<file path="config.mk">
export PLATFORM = sky130hd
export DESIGN_NAME = dbg_cmd_seq
export DESIGN_NICKNAME = d
export VERILOG_FILES = /design/src/rtl/dbg_seq_pkg.sv /design/src/rtl/dbg_bit_cnt.sv /design/src/rtl/dbg_shift_reg.sv /design/src/rtl/dbg_cmd_decode.sv /design/src/rtl/dbg_cmd_seq.sv
export SDC_FILE = /design/constraint.sdc
export NUM_CORES = 1
export LEC_CHECK = 0
export ABC_AREA = 1
export BUFFER_PORTS_ARGS = -buffer_cell sky130_fd_sc_hd__buf_2
export CAP_MARGIN = 0
export CORE_MARGIN = 5
export CORE_UTILIZATION = 62
export CTS_BUF_LIST = sky130_fd_sc_hd__clkbuf_8
export DETAILED_ROUTE_END_ITERATION = 8
export PLACE_DENSITY = 0.86
export SLEW_MARGIN = 10
export SYNTH_ARGS = -nofsm -noshare
export SYNTH_HDL_FRONTEND = slang
export SYNTH_SLANG_ARGS = --single-unit
</file>
<file path="constraint.sdc">
create_clock -name clk -period 4 [get_ports clk]
set_input_delay 1 -clock clk [delete_from_list [all_inputs] [get_ports clk]]
set_output_delay 1 -clock clk [all_outputs]
set_load 0.05 [all_outputs]
</file>
<file path="src/rtl/dbg_seq_pkg.sv">
package dbg_seq_pkg;

  localparam int CMD_W = 8;
  localparam int SEL_W = 5;

  localparam logic [SEL_W-1:0] SEL_HOLD      = 5'h09;
  localparam logic [SEL_W-1:0] SEL_CLR_BKPT  = 5'h0A;
  localparam logic [SEL_W-1:0] SEL_CLR_TRACE = 5'h0B;

  typedef enum logic [2:0] {
    ST_IDLE     = 3'd0,
    ST_POLL     = 3'd1,
    ST_DEC_A    = 3'd2,
    ST_DEC_B    = 3'd3,
    ST_REG_XFER = 3'd4,
    ST_HOLD_WR  = 3'd5
  } seq_state_t;

  typedef struct packed {
    logic             rd;
    logic             go;
    logic             leave;
    logic [SEL_W-1:0] sel;
    logic             hold;
    logic             clr_b;
    logic             clr_t;
  } cmd_dec_t;

endpackage

</file>
<file path="src/rtl/dbg_bit_cnt.sv">
module dbg_bit_cnt #(
  parameter int CNT_W = 5
) (
  input  logic             clk,
  input  logic             rst_n,
  input  logic             clr,
  input  logic             inc,
  output logic [CNT_W-1:0] cnt
);
  logic [CNT_W-1:0] cnt_n;

  always_comb begin
    cnt_n = cnt;
    if (clr)      cnt_n = '0;
    else if (inc) cnt_n = cnt + 1'b1;
  end

  always_ff @(posedge clk or negedge rst_n) begin
    if (!rst_n)          cnt <= '0;
    else if (clr || inc) cnt <= cnt_n;
  end
endmodule

</file>
<file path="src/rtl/dbg_shift_reg.sv">
module dbg_shift_reg #(
  parameter int W = 16
) (
  input  logic         clk,
  input  logic         rst_n,
  input  logic         load,
  input  logic [W-1:0] load_val,
  input  logic         shift_en,
  input  logic         din,
  output logic [W-1:0] q
);
  always_ff @(posedge clk or negedge rst_n) begin
    if (!rst_n)        q <= '0;
    else if (load)     q <= load_val;
    else if (shift_en) q <= {q[W-2:0], din};
  end
endmodule

</file>
<file path="src/rtl/dbg_cmd_decode.sv">
module dbg_cmd_decode
  import dbg_seq_pkg::*;
(
  input  logic [CMD_W-1:0] cmd,
  output cmd_dec_t         dec
);
  always_comb begin
    dec.rd    = cmd[7];
    dec.go    = cmd[6];
    dec.leave = cmd[5];
    dec.sel   = cmd[SEL_W-1:0];
    dec.hold  = (cmd[SEL_W-1:0] == SEL_HOLD);
    dec.clr_b = (cmd[SEL_W-1:0] == SEL_CLR_BKPT);
    dec.clr_t = (cmd[SEL_W-1:0] == SEL_CLR_TRACE);
  end
endmodule

</file>
<file path="src/rtl/dbg_cmd_seq.sv">
module dbg_cmd_seq
  import dbg_seq_pkg::*;
#(
  parameter int DATA_W = 16
) (
  input  logic              clk,
  input  logic              rst_n,
  input  logic              debug_req,
  input  logic              shift_strobe,
  input  logic              shift_din,
  output logic              shift_dout,
  input  logic              core_done,
  input  logic [DATA_W-1:0] reg_rdata,
  output logic [SEL_W-1:0]  reg_sel,
  output logic              reg_wr,
  output logic [DATA_W-1:0] reg_wdata,
  output logic              ack_pulse,
  output logic              clr_bkpt,
  output logic              clr_trace,
  output logic              repeat_req,
  output logic              pdb_load,
  output logic [DATA_W-1:0] pdb_word,
  output logic              exec_req,
  output logic              exec_two_word,
  output logic              exit_debug,
  output logic [2:0]        state_o
);
  localparam int CNT_W = $clog2(DATA_W + 1);
  localparam logic [CNT_W-1:0] CMD_LAST  = CNT_W'(CMD_W - 1);
  localparam logic [CNT_W-1:0] DATA_LAST = CNT_W'(DATA_W - 1);

  seq_state_t        state_q, state_n;
  logic [CMD_W-1:0]  cmd_q;
  cmd_dec_t          dec;
  logic [CNT_W-1:0]  cnt;
  logic              cnt_clr, cnt_inc;
  logic [DATA_W-1:0] sh_q;
  logic              sh_en, sh_load;
  logic [DATA_W-1:0] sh_load_val;
  logic [DATA_W-1:0] word_n;
  logic              cmd_ld;
  logic              pend_q, pend_set, pend_clr;
  logic              wait_q, wait_set, wait_clr;
  logic              regwr_n, ack_n, clrb_n, clrt_n, rep_n;
  logic              load_n, exec_n, two_n, exit_n;
  logic              last_cmd_bit, last_data_bit;

  dbg_bit_cnt #(.CNT_W(CNT_W)) u_cnt (
    .clk(clk), .rst_n(rst_n), .clr(cnt_clr), .inc(cnt_inc), .cnt(cnt)
  );

  dbg_shift_reg #(.W(DATA_W)) u_shift (
    .clk(clk), .rst_n(rst_n), .load(sh_load), .load_val(sh_load_val),
    .shift_en(sh_en), .din(shift_din), .q(sh_q)
  );

  dbg_cmd_decode u_dec (.cmd(cmd_q), .dec(dec));

  assign last_cmd_bit  = (cnt == CMD_LAST);
  assign last_data_bit = (cnt == DATA_LAST);
  assign word_n        = {sh_q[DATA_W-2:0], shift_din};
  assign sh_load_val   = dec.hold ? pdb_word : reg_rdata;

  // next-state and control decode
  always_comb begin
    state_n  = state_q;
    cnt_clr  = 1'b0;
    cnt_inc  = 1'b0;
    sh_en    = 1'b0;
    sh_load  = 1'b0;
    cmd_ld   = 1'b0;
    pend_set = 1'b0;
    pend_clr = 1'b0;
    wait_set = 1'b0;
    wait_clr = 1'b0;
    regwr_n  = 1'b0;
    ack_n    = 1'b0;
    clrb_n   = 1'b0;
    clrt_n   = 1'b0;
    rep_n    = 1'b0;
    load_n   = 1'b0;
    exec_n   = 1'b0;
    two_n    = 1'b0;
    exit_n   = 1'b0;
    unique case (state_q)
      ST_IDLE: begin
        cnt_clr = 1'b1;
        if (debug_req) state_n = ST_POLL;
      end
      ST_POLL: begin
        if (shift_strobe) begin
          sh_en   = 1'b1;
          cnt_inc = 1'b1;
          if (last_cmd_bit) begin
            cmd_ld  = 1'b1;
            cnt_clr = 1'b1;
            state_n = ST_DEC_A;
          end
        end
      end
      ST_DEC_A: begin
        if (dec.go && !dec.hold) begin
          rep_n   = 1'b1;
          state_n = ST_POLL;
        end else if (dec.clr_b) begin
          clrb_n  = 1'b1;
          state_n = ST_POLL;
        end else if (dec.clr_t) begin
          clrt_n  = 1'b1;
          state_n = ST_POLL;
        end else begin
          state_n = ST_DEC_B;
        end
      end
      ST_DEC_B: begin
        cnt_clr = 1'b1;
        if (dec.hold && !dec.rd) begin
          state_n = ST_HOLD_WR;
        end else begin
          state_n = ST_REG_XFER;
          sh_load = dec.rd;
        end
      end
      ST_REG_XFER: begin
        if (shift_strobe) begin
          sh_en   = 1'b1;
          cnt_inc = 1'b1;
          if (last_data_bit) begin
            cnt_clr = 1'b1;
            state_n = ST_POLL;
            regwr_n = !dec.rd;
            ack_n   = !dec.rd;
          end
        end
      end
      ST_HOLD_WR: begin
        if (wait_q) begin
          if (core_done) begin
            wait_clr = 1'b1;
            state_n  = ST_POLL;
          end
        end else if (shift_strobe) begin
          sh_en   = 1'b1;
          cnt_inc = 1'b1;
          if (last_data_bit) begin
            cnt_clr = 1'b1;
            load_n  = 1'b1;
            if (!dec.go) begin
              pend_set = 1'b1;
              state_n  = ST_POLL;
            end else begin
              exec_n   = 1'b1;
              two_n    = pend_q;
              pend_clr = 1'b1;
              if (dec.leave) begin
                exit_n  = 1'b1;
                state_n = ST_IDLE;
              end else begin
                wait_set = 1'b1;
              end
            end
          end
        end
      end
      default: state_n = ST_IDLE;
    endcase
  end

  // state and flags
  always_ff @(posedge clk or negedge rst_n) begin
    if (!rst_n) begin
      state_q <= ST_IDLE;
      pend_q  <= 1'b0;
      wait_q  <= 1'b0;
    end else begin
      state_q <= state_n;
      if (pend_set)      pend_q <= 1'b1;
      else if (pend_clr) pend_q <= 1'b0;
      if (wait_set)      wait_q <= 1'b1;
      else if (wait_clr) wait_q <= 1'b0;
    end
  end

  // command and data holding registers
  always_ff @(posedge clk or negedge rst_n) begin
    if (!rst_n) begin
      cmd_q     <= '0;
      reg_wdata <= '0;
      pdb_word  <= '0;
    end else begin
      if (cmd_ld)  cmd_q     <= word_n[CMD_W-1:0];
      if (regwr_n) reg_wdata <= word_n;
      if (load_n)  pdb_word  <= word_n;
    end
  end

  // registered pulse outputs
  always_ff @(posedge clk or negedge rst_n) begin
    if (!rst_n) begin
      reg_wr        <= 1'b0;
      ack_pulse     <= 1'b0;
      clr_bkpt      <= 1'b0;
      clr_trace     <= 1'b0;
      repeat_req    <= 1'b0;
      pdb_load      <= 1'b0;
      exec_req      <= 1'b0;
      exec_two_word <= 1'b0;
      exit_debug    <= 1'b0;
    end else begin
      reg_wr        <= regwr_n;
      ack_pulse     <= ack_n;
      clr_bkpt      <= clrb_n;
      clr_trace     <= clrt_n;
      repeat_req    <= rep_n;
      pdb_load      <= load_n;
      exec_req      <= exec_n;
      exec_two_word <= two_n;
      exit_debug    <= exit_n;
    end
  end

  assign reg_sel    = dec.sel;
  assign shift_dout = sh_q[DATA_W-1];
  assign state_o    = state_q;

endmodule

</file>
==> results of run 1 <==
## cell families after synthesis
logic type               Yosys count
AO/OA/AOI/OAI                     48
XOR/XNOR                           1
adder cells (fa/ha/maj)            3
buffers and inverters             99
flip-flops                        74
AND/OR/NAND/NOR                  256
## synthesized netlist by cell type, drive strengths merged
| library cell | count | area share |
|---|---|---|
| o21ai | 44 | 0.059 |
| o21bai | 1 | 0.0020 |
| nor3b | 1 | 0.0020 |
| a21oi | 3 | 0.0040 |
| nor3 | 7 | 0.014 |
| ha | 3 | 0.010 |
| nor4 | 1 | 0.0017 |
| nor2 | 21 | 0.027 |
| xor2 | 1 | 0.0024 |
| buf | 21 | 0.040 |
| nand2 | 193 | 0.21 |
| dfrtp | 74 | 0.50 |
| and3 | 1 | 0.0017 |
| inv | 77 | 0.078 |
| nand4 | 4 | 0.011 |
| nand3 | 28 | 0.039 |
| clkbuf | 1 | 0.0010 |
## per-layer routing
metal  vias to the layer above  part of all wire  track usage
met1                      1504              0.43        0.350
li1                       1586                 -            -
met2                       156              0.46        0.376
met3                        25             0.086       0.0416
met4                         0             0.025       0.0934
met5                         -                 0            0
## power by group through the flow
stage | clock (W) | sequential, W | combinational, W
6_report | 0.000707 | 0.000973 | 0.000668
5_1_grt | 0.000746 | 0.000991 | 0.000743
4_1_cts | 0.000711 | 0.000969 | 0.000665
3_5_place_dp | 0 | 0.000983 | 0.000660
3_3_place_gp | 0 | 0.000979 | 0.000639
2_1_floorplan | 0 | 0.00103 | 0.000459
## cell type report
cell class	instances	area (sq um)
Fill cell	442	1610
Tap cell	75	93.8
Sequential cell	74	1850
Inverter	77	292
Timing Repair Buffer	72	363
Multi-Input combinational cell	308	1430
Clock inverter	7	125
Clock buffer	9	124
## sequential cells by signal, summed over array words and instances (netlist names), 3 cells and up
name,flops
reg_wdata,16
u_cnt.cnt,5
state_o,3
u_shift.q,16
pdb_word,16
cmd_q,8
## metrics by stage
stage / util / setup WS, ns
after global placement: 0.684 / 1.78
after global routing: 0.726 / 1.58
final: 0.726 / 1.65
after floorplan: - / 2.08
after detailed placement: 0.684 / 1.71
after CTS: 0.726 / 1.65
## worst max path at each step
stage               cells past startpoint       endpoint  slack, ns    startpoint
global route                            1     state_o[0]       1.58    state_o[0]
finish                                  1     state_o[1]       1.65    state_o[1]
global placement                        6   u_cnt.cnt[4]       1.78  shift_strobe
floorplan                               8  u_shift.q[10]       2.08  shift_strobe
CTS                                     1     state_o[1]       1.65    state_o[1]
detailed placement                      6   u_cnt.cnt[1]       1.71  shift_strobe
==> impl_results.md, run 1 <==
* Status: finished, final reports clean
* Worst slew margin at 0.397
* Post-cts sizing count at 0
* Maxcap violations at 0
* Simple logic cell fraction of the synthesized area at 0.305
* IO buf count at 71
* Reg-to-reg endpoint: u_cnt.cnt[4]
* Register-to-register setup slack at 1.86 ns
* Reg-to-Reg Start: u_cnt.cnt[0]
* Fin crit period at 2.35 ns
* Starting Density at 0.632
* Cell Chain, Critical Path: buf_2
* Mux cell area share after synthesis at 0
* Critical path launch point type: register
* TritonCTS clock tree: done
* Tcrit/Tclk final at 0.588
* DIE AREA at 7650 sq um
* Crit end category: output pin
* Post-DRT Antenna Nets at 0
* Slowest CP cell: dfrtp_1
* Synth cell types at 32
* Critical-path maximum fanout at 10
* Crit-path leading delay family: flip-flops
* Worst vdd ir at 278 uV
* Vias per std cell at 5.26
* Routed Wire Length at 8.81 mm
* Fin. max-slew vios at 0
* Share of layout cells above drive strength 1 at 0.218
* Core Box Area at 5890 sq um
* Post-CTS Hold Buffers at 0
* Crit path DAT at approximately 1.4 ns
* FMAX at approximately 0.43 GHz
* Commonest non-fill, non-tap cells in the layout: nand2_1 (178), dfrtp_1 (74), inv_1 (71), buf_2 (71), nand3_1 (27)
* Clock Skew at 0.0208 ns
* Post-route DRC at 0
* Initial DRC Count at about 320
* Mapped cell area at 3720 sq um
* Hold Path Class: register to register
* Sequential Power Share at 0.414
* Number of buffers added for setup after CTS at 0
* N_diodes at 0
* Hold WS at 0.487 ns
* Worst-Margin Slew at 0.905 ns
* Syn Nets at 506
* WL per Instance at ~14 um
* Sw Pwr at 0.000888 W
* Tot GR Track Use at 0.245
* Cell Rows at 28
* CP peak stage delay at between 0.6 and 0.7 ns
* Clk slew on worst S/H paths at 0.07 ns
* Grt total ovfl at 0
* Largest net degree at the start of global routing at 75
* Main combinational cell family by area after synthesis: simple AND/OR/NAND/NOR gates
* Final setup TNS at 0 ns
* Power Dens Cells at 549 nW/um^2
* Synth Instances at 481
* RSZ-0062 raised after global routing: false
* Hold Fails Final Rpt at 0
* CTS buffer count at 9
* Hold EP: u_shift.q[15]
* Crit path kind: register to output pin
* Combinational share of power at 0.285
* Initial antenna violation count at 0
* Placement Cell Area at 4030 sq um
* Setup violators final at 0
* Most common cell after layout, fill and taps aside: nand2_1
* Average footprint of a synthesized cell at 7.74 sq um
* Synth Area in XOR/XNOR at 0.00235
* Synth Area in Compound Gates at 0.0652
* FF+latch count, synth at 74
* Sequential area share after synthesis at 0.497
* I/O pin count at between 70 and 80
* Die width at 87.5 um
* Worst hold path startpoint: u_shift.q[15]
* Leakage at 2.37 nW
* Switching Fraction at 0.378
* Placer Congestion at roughly 0.89
* Total Nets Final at 567
* Critical Path RT at 3.00 ns
* Vias at between 3000 and 4000
* Layout Cells excl Fill at 622
* First-pass GRT wire length at 14.6 mm
* Die Span Y at 87.5 um
* Sum of buffers and inverters on the critical path at 1
* Sink Count at between 70 and 80
* Register-to-Register Path Depth at 9
* Worst skew pair latency at 0.35 ns
* Number of global-route vias before repair at 3072
* Ys Warns at 0
* Area grow syn2layout at 14.8%
* Total power at 0.00235 W
* Max Root-Sink Buffers at 2
* CTS H-tree lvls at 3
* Post-DP HPWL at about 6.2 mm
* Placed Cells incl. Taps at 606
* P_int at 0.00146 W
* Clock share of power at 0.301
* Clock root buffer: clkbuf_8
* Hold path cells at 2
* Drt pass-1 iters at 7
* Design area at approximately 4300 sq um
* Post-synthesis adder-cell area fraction at 0.0101
No activity file was read; power rests on OpenSTA's default activity.
==> run 2, diff against run 1 <==
Settings changed: CORE_UTILIZATION 62 to 52, PLACE_DENSITY 0.86 to 0.77.
Clock period 4 ns to 1.9 ns, I/O delays scaled along.
==> run 2 against run 1 <==
Compared with the run above: flip-flop and latch count unchanged; final area increased by 1.5%; sequential power increased by 110%; register-to-register slack got worse by 1.7 ns; setup slack got worse by 1.5 ns; largest power group unchanged; highest routed layer unchanged.
==> impl_results.md, run 2 (synthesized netlist as in run 1, its figures left out) <==
* Biggest regs: pdb_word (16), reg_wdata (16), u_shift.q (16)
* Critical path launch point type: register
* CP peak stage delay at 0.38 ns
* Multi-input logic area at 1440 sq um
* Sink Count at 74
* Largest net degree at the start of global routing at 75
* Fin crit period at 1.77 ns
* Cell repeated most along the worst path: nand2_1
* TritonCTS clock tree: done
* Worst-Margin Slew at 0.384 ns
* Leakage at between 2 and 2.5 nW
* Tot GR Track Use at 0.206
* Cell Rows at 30
* Maxcap violations at 0
* Slowest CP cell: dfrtp_1
* Placer Congestion at 0.835
* Crit path DAT at 1.99 ns
* Crit path kind: register to register
* Critical Path RT at 2.13 ns
* Dpl ws at -0.0148 ns
* Clk slew on worst S/H paths at 0.08 ns
* Commonest non-fill, non-tap cells in the layout: nand2_1 (178), dfrtp_1 (73), inv_1 (71), buf_2 (71), nand3_1 (26)
* Drt pass-1 iters at 4
* Combinational share of power at 0.321
* Final worst setup slack at approximately 0.13 ns
* Sum of buffers and inverters on the critical path at 2
* Setup violators final at 0
* Crit-path leading delay family: simple AND/OR/NAND/NOR gates
* Total power at about 0.0046 W
* Core Box Area at 6870 sq um
* Starting Density at 0.542
* Layout Cells excl Fill at 651
* Initial DRC Count at 308
* Hold Fails Final Rpt at 0
* First-pass GRT wire length at 14.3 mm
* Share of layout cells above drive strength 1 at 0.234
* FILL cells at 609
* Placement Cell Area at 4140 sq um
* Total Nets Final at 575
* Most common cell after layout, fill and taps aside: nand2_1
* Worst skew pair latency at 0.35 ns
* Fin. max-slew vios at 0
* Sequential Power Share at 0.433
* Placed Cells incl. Taps at 635
* IO buf count at 71
* Switching Fraction at 0.411
* Vias at between 3000 and 4000
* WL per Instance at 13.2 um
* Clock share of power at 0.246
* Max Root-Sink Buffers at 2
* Grt total ovfl at 0
* Post-CTS Hold Buffers at 0
* Initial antenna violation count at 0
* Post-route DRC at 0
* Hold Path Class: input pin to async pin
* Design area at between 4000 and 5000 sq um
* Status: finished, final reports clean
* Cell Chain, Critical Path: ha_1 > nand2_1 > nor2_2 > ha_1 > nand2_1 > inv_1 > nand3_2 > nor2_4 > inv_4 > nand2_1 > o21ai_1
* Power Dens Cells at 1070 nW/um^2
* Worst vdd ir at ~540 uV
* Sw Pwr at 0.00191 W
* Routed Wire Length at 8.61 mm
* Worst slew margin at 0.744
* FMAX at 0.566 GHz
* Tcrit/Tclk final at 0.930
* Number of global-route vias before repair at roughly 3000
* P_int at 0.00273 W
* Area grow syn2layout at 16.5%
* Critical-path maximum fanout at 32
* I/O pin count at 72
* N_diodes at 0
* Register area at 1850 sq um
* Post-DRT Antenna Nets at 0
* Clock Skew at roughly 0.016 ns
* Register-to-register setup slack at 0.13 ns
* Post-DP HPWL at just over 6 mm
* DIE AREA at about 9000 sq um
* Crit end category: register
* Clock root buffer: clkbuf_8
* Die width at 94.6 um
* CTS H-tree lvls at 3
* Vias per std cell at 4.91
* CTS buffer count at 9
* Die Span Y at 94.6 um
## run 2: cell types whose count changed in the layout (fill, tap and decap cells not counted), sizes merged
cell,change
buf,+8
bufinv,-3
clkinv,-3
clkinvlp,+3
inv,+3
## run 2: per-stage QoR
stage | hold WS (ns) | TNS [ns] | util
6_report | 0.126 | 0 | 0.631
5_1_grt | 0.156 | -0.0402 | 0.631
4_1_cts | 0.155 | 0 | 0.629
3_5_place_dp | 0.473 | -0.0498 | 0.602
3_3_place_gp | 0.467 | 0 | 0.602
2_1_floorplan | 0.179 | 0 | -
## run 2: routing by layer
metal  vias to the layer above  global-route usage  wire, um  part of all wire
li1                       1602                   -         -                 -
met1                      1484               0.297      3920              0.46
met2                        98               0.318      3970              0.46
met3                        10              0.0319       625             0.073
met4                         0              0.0685        94             0.011
met5                         -                   0         0                 0
## run 2: final timing paths
kind / from / endpoint / cells after the start
max in group asynchronous: rst_n / state_o[1] / 2
setup / recovery: u_cnt.cnt[0] / reg_wdata[0] / 11
setup reg to reg: u_cnt.cnt[0] / reg_wdata[0] / 11
min in group clk: shift_strobe / exec_req / 3
hold reg to reg: u_shift.q[15] / u_shift.q[15] / 2
hold / removal: rst_n / pdb_word[13] / 2
## run 2: cell type report
| cell class | instances | area share |
|---|---|---|
| Sequential cell | 74 | 0.427 |
| Clock inverter | 7 | 0.0138 |
| Multi-Input combinational cell | 308 | 0.332 |
| Clock buffer | 9 | 0.0286 |
| Timing Repair Buffer | 80 | 0.103 |
| Tap cell | 96 | 0.0277 |
| Inverter | 77 | 0.0678 |
## run 2: what timing repair did
action	in CTS	in global routing
gates resized for setup	1	4
buffers inserted	0	0
endpoints found under the setup margin	4	18
endpoints found under the hold margin	0	0
## run 2: power by group through the flow
stage / logic, W / registers [W] / clock network [W]
3_3_place_gp: 0.00146 / 0.00202 / 0
5_1_grt: 0.00166 / 0.00203 / 0.00126
2_1_floorplan: 0.000966 / 0.00218 / 0
6_report: 0.00149 / 0.00201 / 0.00114
3_5_place_dp: 0.00149 / 0.00203 / 0
4_1_cts: 0.00150 / 0.00200 / 0.00116
==> run 3, diff against run 2 <==
Settings changed: SYNTH_HIERARCHICAL set to 1.
==> run 3 against run 2 <==
Compared with the run above: critical path depth fell by 2; setup slack improved by 0.063 ns; maximum frequency rose by 3.7%; routed wire length fell by 5.6%; sequential power rose by 3%; flip-flop and latch count did not move; synthesized area fell by 0.47%; clock-buffer cell count did not move; core utilization fell by 1.5 points; register-to-register slack improved by 0.06 ns; largest power group unchanged.
==> impl_results.md, run 3 <==
* Post-route DRC at 0
* Commonest non-fill, non-tap cells in the layout: nand2_1 (136), dfrtp_1 (71), buf_2 (70)
* TritonCTS clock tree: done
* Fin crit period at 1.70 ns
* Final worst setup slack at just under 0.2 ns
* Setup violators final at 0
* Number of buffers added for setup after CTS at 0
* Post-synth top flop: dfrtp_1
* I/O pin count at 72
* Die Span Y at 94.4 um
* Grt total ovfl at 0
* Final setup TNS at 0 ns
* Routed Wire Length at 8.13 mm
* Fin. max-slew vios at 0
* WL met3 at about 470 um
* Crit path kind: register to register
* Starting Density at 0.539
* Initial antenna violation count at 0
* Cell Chain, Critical Path: inv_1 > nand3_1 > o21ai_0 > inv_1 > nand4_1 > nor2_2 > nor2_2 > a21oi_1 > nor2_1
* Tcrit/Tclk final at 0.897
* Status: finished, final reports clean
* Power Dens Cells at 1150 nW/um^2
* Drt pass-1 iters at 4
* Worst vdd ir at 462 uV
* Number of global-route vias before repair at between 2000 and 3000
* Critical-path maximum fanout at 9
* Placer Congestion at 0.834
* Worst-Margin Slew at about 0.40 ns
* RSZ-0062 raised after global routing: false
* Clk slew on worst S/H paths at 0.08 ns
* Critical path launch point type: register
* Critical Path RT at 2.15 ns
* Layout Cells excl Fill at 598
* Clock Skew at 0.0104 ns
* Post-DP HPWL at 5.73 mm
* Synth Instances at ~430
* Design area at 4240 sq um
* Dpl ws at about 0.19 ns
* Post-cts sizing count at 0
* Multi-input logic area at 1460 sq um
* Reg-to-Reg Start: state_o[2]
* Hold Path Class: input pin to async pin
* Maxcap violations at 0
* Slowest CP cell: dfrtp_2
* FILL cells at between 600 and 700
* Highest metal used: met4
* Vias at 2959
* CTS buffer count at 9
* Metal2 WL at 4.08 mm
* Biggest regs: pdb_word (16), reg_wdata (16), u_shift/q (16)
* Share of layout cells above drive strength 1 at 0.305
* Crit end category: register
* First-pass GRT wire length at 14.0 mm
* DIE AREA at 8910 sq um
* Largest net degree at the start of global routing at 46
* Most common cell after layout, fill and taps aside: nand2_1
* Placed Cells incl. Taps at 582
* Worst slew margin at 0.735
* Max Root-Sink Buffers at 2
* Initial DRC Count at 162
* Synth cell count leaders: nand2_1 (136), dfrtp_1 (74), inv_1 (41)
* Sink Count at between 70 and 80
* Post-synth top area share at 0.500
* Wire length on met1 at 3.50 mm
* Clock root buffer: clkbuf_8
* Register-to-register setup slack at 0.20 ns
* Syn Nets at 456
* Largest area contributor in the netlist: dfrtp_1
* Post-synth EDFFs at 0
* Most frequent cell after synthesis: nand2_1
* Worst skew pair latency at about 0.35 ns
* Crit path DAT at 1.95 ns
* Asr flop ratio synth at 1.00
* Vias per std cell at between 4 and 5
* Total Nets Final at 520
* Sequential area share after synthesis at 0.500
* WL per Instance at 13.6 um
* FMAX at 0.587 GHz
* Area grow syn2layout at 14.4%
* Reg-to-reg endpoint: u_cnt/cnt[4]
* Synth cell types at 32
* Tot GR Track Use at 0.200
* Placement Cell Area at 4070 sq um
* Register-to-Register Path Depth at 9
* Register area at 1860 sq um
* CP peak stage delay at 0.46 ns
* Hold Fails Final Rpt at 0
* FF+latch count, synth at 74
* Post-CTS Hold Buffers at 0
* Core Box Area at 6870 sq um
* IO buf count at 71
* Ranking of synthesized cells by area: dfrtp_1 (50%), nand2_1 (14%), nand3_1 (5.4%), inv_1 (4.2%), nor2_2 (3.4%)
* Total power at roughly 0.005 W
* Leakage at roughly 2.3 nW
* N_diodes at 0
* Ys Warns at 6
* Average footprint of a synthesized cell at 8.56 sq um
* Post-DRT Antenna Nets at 0
* Cell Rows at 30
* Mapped cell area at between 3000 and 4000 sq um
* Die width at 94.4 um
* Crit path launch: state_o[2]
* CTS H-tree lvls at 3
* Worst setup endpoint: u_cnt/cnt[4]
## run 3: cell count changes in the layout (fill, tap and decap cells not counted), sizes merged, moves of 2 or more
| cell | delta |
|---|---|
| nand2 | -53 |
| inv | -36 |
| nor2 | +22 |
| a21oi | +20 |
| o21ai | -15 |
| nand3 | +13 |
| clkinv | +6 |
| clkinvlp | -2 |
| ha | -2 |
| nand4 | -2 |
## run 3: power breakdown
| part | switching (W) | total, W | leakage, nW | internal [W] |
|---|---|---|---|---|
| sequential | 0.000229 | 0.00207 | 1.01 | 0.00184 |
| combinational | 0.00122 | 0.00172 | 1.17 | 0.000506 |
| clock | 0.000611 | 0.00108 | 0.0891 | 0.000471 |
| total | 0.00206 | 0.00487 | 2.27 | 0.00281 |
## run 3: worst min-delay path by stage
| stage | from | endpoint | slack [ns] | cells past startpoint |
|---|---|---|---|---|
| 2_1_floorplan | rst_n | ack_pulse | 0.18 | 0 |
| 3_3_place_gp | rst_n | u_cnt/cnt[2] | 0.43 | 1 |
| 3_5_place_dp | rst_n | u_cnt/cnt[1] | 0.43 | 1 |
| 4_1_cts | rst_n | u_cnt/cnt[0] | 0.05 | 1 |
| 5_1_grt | rst_n | clr_trace | 0.06 | 1 |
| 6_report | rst_n | u_cnt/cnt[1] | 0.04 | 1 |
## run 3: area by class of cell
class,instances,area share
Timing Repair Buffer,79,0.110
Clock inverter,7,0.0106
Multi-Input combinational cell,288,0.343
Tap cell,96,0.0284
Sequential cell,74,0.438
Clock buffer,9,0.0292
Inverter,45,0.0399
## run 3: critical path, delay by kind of cell (launching register included)
kind	cells	cell delay [ns]
compound gates	2	0.27
buf+inv	2	0.19
flops	1	0.46
simple gates	5	0.67
## run 3: cells by family after synthesis
group / share of synthesized area
xor+xnor: 0.00236
compound gates: 0.0915
buf+inv: 0.108
simple gates: 0.294
fa+ha+maj: 0.00338
flops: 0.500
## run 3: per-stage QoR
step | utilization | hold slack, ns
after CTS | 0.617 | 0.0477
after global placement | 0.592 | 0.426
after floorplan | - | 0.179
after detailed placement | 0.592 | 0.428
after global routing | 0.617 | 0.0631
final | 0.617 | 0.0384
## run 3: per-layer routing
layer  GRT usage  up-vias
met5           0        -
met4      0.0614        0
li1            -     1481
met3      0.0390        7
met2       0.336       81
met1       0.262     1390
